File: src/rtl/rstsup_pkg.sv
package rstsup_pkg;

  typedef struct packed {
    logic lv;
    logic dbg;
    logic wdt;
  } rst_src_t;

  function automatic int unsigned cnt_w(input int unsigned n);
    return (n < 2) ? 1 : $clog2(n + 1);
  endfunction

endpackage

File: src/rtl/rstsup_lv_filter.sv
module rstsup_lv_filter #(
  parameter int unsigned SYNC_STAGES = 2,
  parameter int unsigned FILT_CYC    = 4
) (
  input  logic clk_i,
  input  logic rst_i,
  input  logic lv_raw_i,
  output logic lv_acc_o
);
  import rstsup_pkg::*;

  localparam int unsigned CW = cnt_w(FILT_CYC);
  localparam logic [CW-1:0] LAST = CW'(FILT_CYC - 1);

  logic          lv_s;
  logic [CW-1:0] cnt_q;

  generate
    if (SYNC_STAGES == 0) begin : g_nosync
      assign lv_s = lv_raw_i;
    end else begin : g_sync
      logic [SYNC_STAGES-1:0] sh_q;
      always_ff @(posedge clk_i) begin
        if (rst_i) begin
          sh_q <= '0;
        end else begin
          sh_q[0] <= lv_raw_i;
          for (int i = 1; i < SYNC_STAGES; i++) sh_q[i] <= sh_q[i-1];
        end
      end
      assign lv_s = sh_q[SYNC_STAGES-1];
    end
  endgenerate

  // A supply-low level is accepted after FILT_CYC consecutive high samples.
  always_ff @(posedge clk_i) begin
    if (rst_i || !lv_s) begin
      cnt_q    <= '0;
      lv_acc_o <= 1'b0;
    end else if (cnt_q == LAST) begin
      lv_acc_o <= 1'b1;
    end else begin
      cnt_q <= cnt_q + 1'b1;
    end
  end

endmodule

File: src/rtl/rstsup_src_gate.sv
module rstsup_src_gate (
  input  logic                  lv_acc_i,
  input  logic                  dbg_i,
  input  logic                  wdt_i,
  input  logic                  idle_i,
  input  logic                  pdown_i,
  output rstsup_pkg::rst_src_t  src_o,
  output logic                  any_o
);
  // Supply-low and debug requests pass in all modes; the watchdog is gated.
  always_comb begin
    src_o.lv  = lv_acc_i;
    src_o.dbg = dbg_i;
    src_o.wdt = wdt_i & ~idle_i & ~pdown_i;
    any_o     = src_o.lv | src_o.dbg | src_o.wdt;
  end

endmodule

File: src/rtl/rstsup_stretch.sv
module rstsup_stretch #(
  parameter int unsigned STRETCH_CYC = 8
) (
  input  logic clk_i,
  input  logic rst_i,
  input  logic req_i,
  output logic rst_o
);
  import rstsup_pkg::*;

  localparam int unsigned SW = cnt_w(STRETCH_CYC);
  localparam logic [SW-1:0] LOAD = SW'(STRETCH_CYC);

  logic [SW-1:0] cnt_q;

  always_ff @(posedge clk_i) begin
    if (rst_i || req_i) begin
      cnt_q <= LOAD;
      rst_o <= 1'b1;
    end else if (cnt_q != '0) begin
      cnt_q <= cnt_q - 1'b1;
      rst_o <= 1'b1;
    end else begin
      rst_o <= 1'b0;
    end
  end

endmodule

File: src/rtl/rstsup_cause.sv
module rstsup_cause (
  input  logic clk_i,
  input  logic por_i,
  input  logic set_i,
  input  logic clr_i,
  output logic flag_o
);
  // Set has priority over the software clear.
  always_ff @(posedge clk_i) begin
    if (por_i || set_i) flag_o <= 1'b1;
    else if (clr_i)     flag_o <= 1'b0;
  end

endmodule

File: src/rtl/rstsup_top.sv
module rstsup_top #(
  parameter int unsigned SYNC_STAGES = 2,
  parameter int unsigned FILT_CYC    = 4,
  parameter int unsigned STRETCH_CYC = 8
) (
  input  logic clk_i,
  input  logic por_i,
  input  logic lv_below_i,
  input  logic dbg_rst_i,
  input  logic wdt_rst_i,
  input  logic idle_i,
  input  logic pdown_i,
  input  logic cold_clr_i,
  output logic mcu_rst_o,
  output logic cold_flag_o
);
  import rstsup_pkg::*;

  logic     lv_acc;
  rst_src_t src;
  logic     src_any;

  rstsup_lv_filter #(.SYNC_STAGES(SYNC_STAGES), .FILT_CYC(FILT_CYC)) u_filt (
    .clk_i    (clk_i),
    .rst_i    (por_i),
    .lv_raw_i (lv_below_i),
    .lv_acc_o (lv_acc)
  );

  rstsup_src_gate u_gate (
    .lv_acc_i (lv_acc),
    .dbg_i    (dbg_rst_i),
    .wdt_i    (wdt_rst_i),
    .idle_i   (idle_i),
    .pdown_i  (pdown_i),
    .src_o    (src),
    .any_o    (src_any)
  );

  rstsup_stretch #(.STRETCH_CYC(STRETCH_CYC)) u_str (
    .clk_i (clk_i),
    .rst_i (por_i),
    .req_i (src_any),
    .rst_o (mcu_rst_o)
  );

  rstsup_cause u_cause (
    .clk_i  (clk_i),
    .por_i  (por_i),
    .set_i  (src.lv),
    .clr_i  (cold_clr_i),
    .flag_o (cold_flag_o)
  );

endmodule

File: config.mk
export PLATFORM = sky130hd
export DESIGN_NAME = rstsup_top
export DESIGN_NICKNAME = d
export VERILOG_FILES = /design/src/rtl/rstsup_pkg.sv /design/src/rtl/rstsup_lv_filter.sv /design/src/rtl/rstsup_src_gate.sv /design/src/rtl/rstsup_stretch.sv /design/src/rtl/rstsup_cause.sv /design/src/rtl/rstsup_top.sv
export SDC_FILE = /design/constraint.sdc
export NUM_CORES = 1
export LEC_CHECK = 0
export BUFFER_PORTS_ARGS = -buffer_cell sky130_fd_sc_hd__buf_2
export CAP_MARGIN = 25
export CORE_AREA = 8 8 45 47
export DETAILED_ROUTE_END_ITERATION = 10
export DIE_AREA = 0 0 53 55
export PLACE_DENSITY = 0.6
export SLEW_MARGIN = 20
export SYNTH_ARGS = -nofsm -noshare
export SYNTH_HDL_FRONTEND = slang
export SYNTH_SLANG_ARGS = --single-unit
File: constraint.sdc
create_clock -name clk_i -period 2.9 [get_ports clk_i]
set_clock_uncertainty 0.2 [all_clocks]
set_input_delay 0.58 -clock clk_i [delete_from_list [all_inputs] [get_ports clk_i]]
set_output_delay 0.58 -clock clk_i [all_outputs]
set_load 0.05 [all_outputs]
==> out/results.tsv <==
stage	metric	value	unit
timing	finalCritPeriodShare	56.4	%
min_path	hold_depth	1	
floorplanning	die_w	53	um
setup_path	critPathLaunchType	flop	
floorplanning	die-height	55	um
synth	synth-edff-count	0	
power	ir_worst_vdd	0.323	mV
global_route	grt_pass1_wl	1.58	mm
synth	synth_nets	62	
min_path	min_to	u_filt.g_sync.sh_q[1]$_SDFF_PP0_	
cells_and_area	final_cell_mix	dfxtp_1, nor2_1, buf_2	
setup_path	endpoint_kind	output port	
cells_and_area	fin_cells	79	
routing	dr.pass1.iters	2	
placement	routabilityCongestion	0.691	
setup_path	crit_buf_inv	1	
min_path	hold_path_class	flop to flop	
power	p_per_area	584	nW/um2
placement	detailedPlacementHpwl	697	um
floorplanning	pin_count	10	
timing	max_slew_margin	73.3	%
setup_path	slowest_delay	0.32	ns
timing	tightest_slew	0.390	ns
cts	clock_sinks	12	
global_route	grt_antenna_before_repair	0	
setup_path	reg2reg_slack	1.39	ns
placement	place_ws	1.17	ns
cells_and_area	fill_cells	153	
timing	tns	0	ns
synth	ys_warn_count	0	
cts	clockBufferDepth	2	
setup_path	r2r_end	u_str.cnt_q[1]$_SDFFE_PP0P_	
synth	ys_types	20	
synth	ys.flop_type	dfxtp_1	
routing	wl_per_cell	11.3	um
setup_path	worst_ep_arrival_time	0.85	ns
min_path	holdCritStartpoint	u_filt.g_sync.sh_q[0]$_SDFF_PP0_	
routing	drc_errors	0	
setup_path	path_cells	buf_2	
synth	ys_seq_elements	12	
timing	period_needed	1.63	ns
synth	synth_top_cell_by_area	dfxtp_1	
setup_path	crit_family	flip-flops	
global_route	grt_max_degree	8	
cells_and_area	mostFrequentLayoutCell	dfxtp_1	
synth	yosysTopAreaCellShare	49.0	%
setup_path	crit_fanout	2	
placement	port_buffers	9	
timing	hold_viol	0	
routing	postRouteAntennaNets	0	
setup_path	rr_startpoint	u_str.cnt_q[0]$_SDFFE_PP0P_	
timing	fmax	0.612	GHz
floorplanning	coreArea	1380	um2
global_route	grt_pass1_vias	377	
cts	root_buffer	clkbuf_4	
floorplanning	rows	14	
outcome	outcome	completed	
synth	synth_cells	50	
routing	drt_iter0_drc	6	
synth	syn_avg_cell_area	9.81	um2
timing	rsz0062_at_grt	false	
cells_and_area	ff_latch_area	240	um2
setup_path	cp.required	2.12	ns
synth	syn-cell-area	490	um2
power	leakagePower	0.257	nW
synth	ys_seq_area_share	49.0	%
timing	setup_ws	1.27	ns
cts	path_clk_slew	0.07	ns
routing	vias	375	
setup_path	reg2reg_depth	5	
routing	viasPerCell	4.75	
timing	setup_violations	0	
cells_and_area	num_antenna_cells	0	
synth	yosys-top-cells-area	dfxtp_1, ha_1, nor2_1, nand2b_1, nor2b_1	
cts	cts_resized	0	
global_route	gr-total-overflow	0	
cts	cts_buffers	3	
cells_and_area	multi_input_area	235	um2
setup_path	worst_path_max_delay_cell	dfxtp_1	
cells_and_area	nets	76	
cts	cts_setup_buffers	0	
cts	clock_latency	0.27	ns
setup_path	crit_type	flop to output port	
cells_and_area	drive_gt1_share	22.2	%
routing	wl	893	um
placement	post-place-cells	75	
floorplanning	start_util	35.4	%
cells_and_area	area_growth	20.7	%
timing	drv_slew	0	
synth	async_flop_share	0	%
floorplanning	die_area	2920	um2
cts	hold_buffers	0	
flow_run	maxCapViolations	0	
cts	cts_htree_levels	1	
global_route	grtUsageTotal	7.47	%
cts	cts_tree	built	
## worst max-delay path by stage
stage	slack, ns	cells after the start	startpoint	end
finish	1.27	1	u_cause.flag_o$_SDFFE_PP1P_	cold_flag_o
global route	1.23	1	u_str.rst_o$_SDFF_PP1_	mcu_rst_o
CTS	1.25	1	u_cause.flag_o$_SDFFE_PP1P_	cold_flag_o
detailed placement	1.17	4	idle_i	u_str.cnt_q[3]$_SDFFE_PP1P_
global placement	1.18	4	idle_i	u_str.cnt_q[3]$_SDFFE_PP1P_
floorplan	1.31	3	idle_i	u_str.cnt_q[3]$_SDFFE_PP1P_
## power breakdown
part           total (mW)  internal, mW  switching (mW)
clock network       0.131        0.0763          0.0545
logic              0.0386        0.0180          0.0205
registers           0.176         0.172         0.00438
total               0.346         0.266          0.0794
## per-layer routing
metal | up-vias | global-route usage [%] | part of all wire (%)
met4 | 0 | 1.29 | 0
met1 | 173 | 7.87 | 43
met3 | 0 | 5.61 | 8.3
met2 | 8 | 11.9 | 48
li1 | 194 | - | -
met5 | - | 0 | 0
## final cells by class
cell class / count / share of cell area [%]
timing repair buffer: 9 / 7.61
multi-input combinational: 34 / 39.7
inverter: 4 / 2.54
sequential: 12 / 40.6
clock buffer: 4 / 6.13
tap: 16 / 3.38
## cells in the mapped netlist, types with 2 or more instances
cell / n
ha_1: 4
inv_1: 4
nor2_1: 9
dfxtp_1: 12
nor2b_1: 3
a21oi_1: 2
nand2b_1: 3
## per-stage QoR
stage	total power [mW]	area [um2]	hold slack, ns	util [%]
floorplan	0.207	490	0.214	-
global placement	0.218	556	0.218	40.1
detailed placement	0.219	556	0.248	40.1
CTS	0.350	592	0.263	42.8
global route	0.366	592	0.279	42.8
finish	0.346	592	0.260	42.8
## kinds of logic (layout without fill, tap and decap cells)
group	after synthesis	after routing	share of synthesized area (%)
DFF	12	12	49.0
muxes	1	1	2.04
AOI/OAI and AO/OA	7	7	10.5
adders and majority gates	4	4	10.2
buffers and inverters	4	17	3.06
and+or+nand+nor	20	20	21.7
xor gates and xnor gates	2	2	3.57
## flip-flops by register name (all words and copies together) (netlist names)
register,cells
u_cause.flag_o,1
u_str.cnt_q,4
u_filt.cnt_q,3
u_filt.lv_acc_o,1
u_str.rst_o,1
u_filt.g_sync.sh_q,2
No activity file was read; power rests on OpenSTA's default activity.
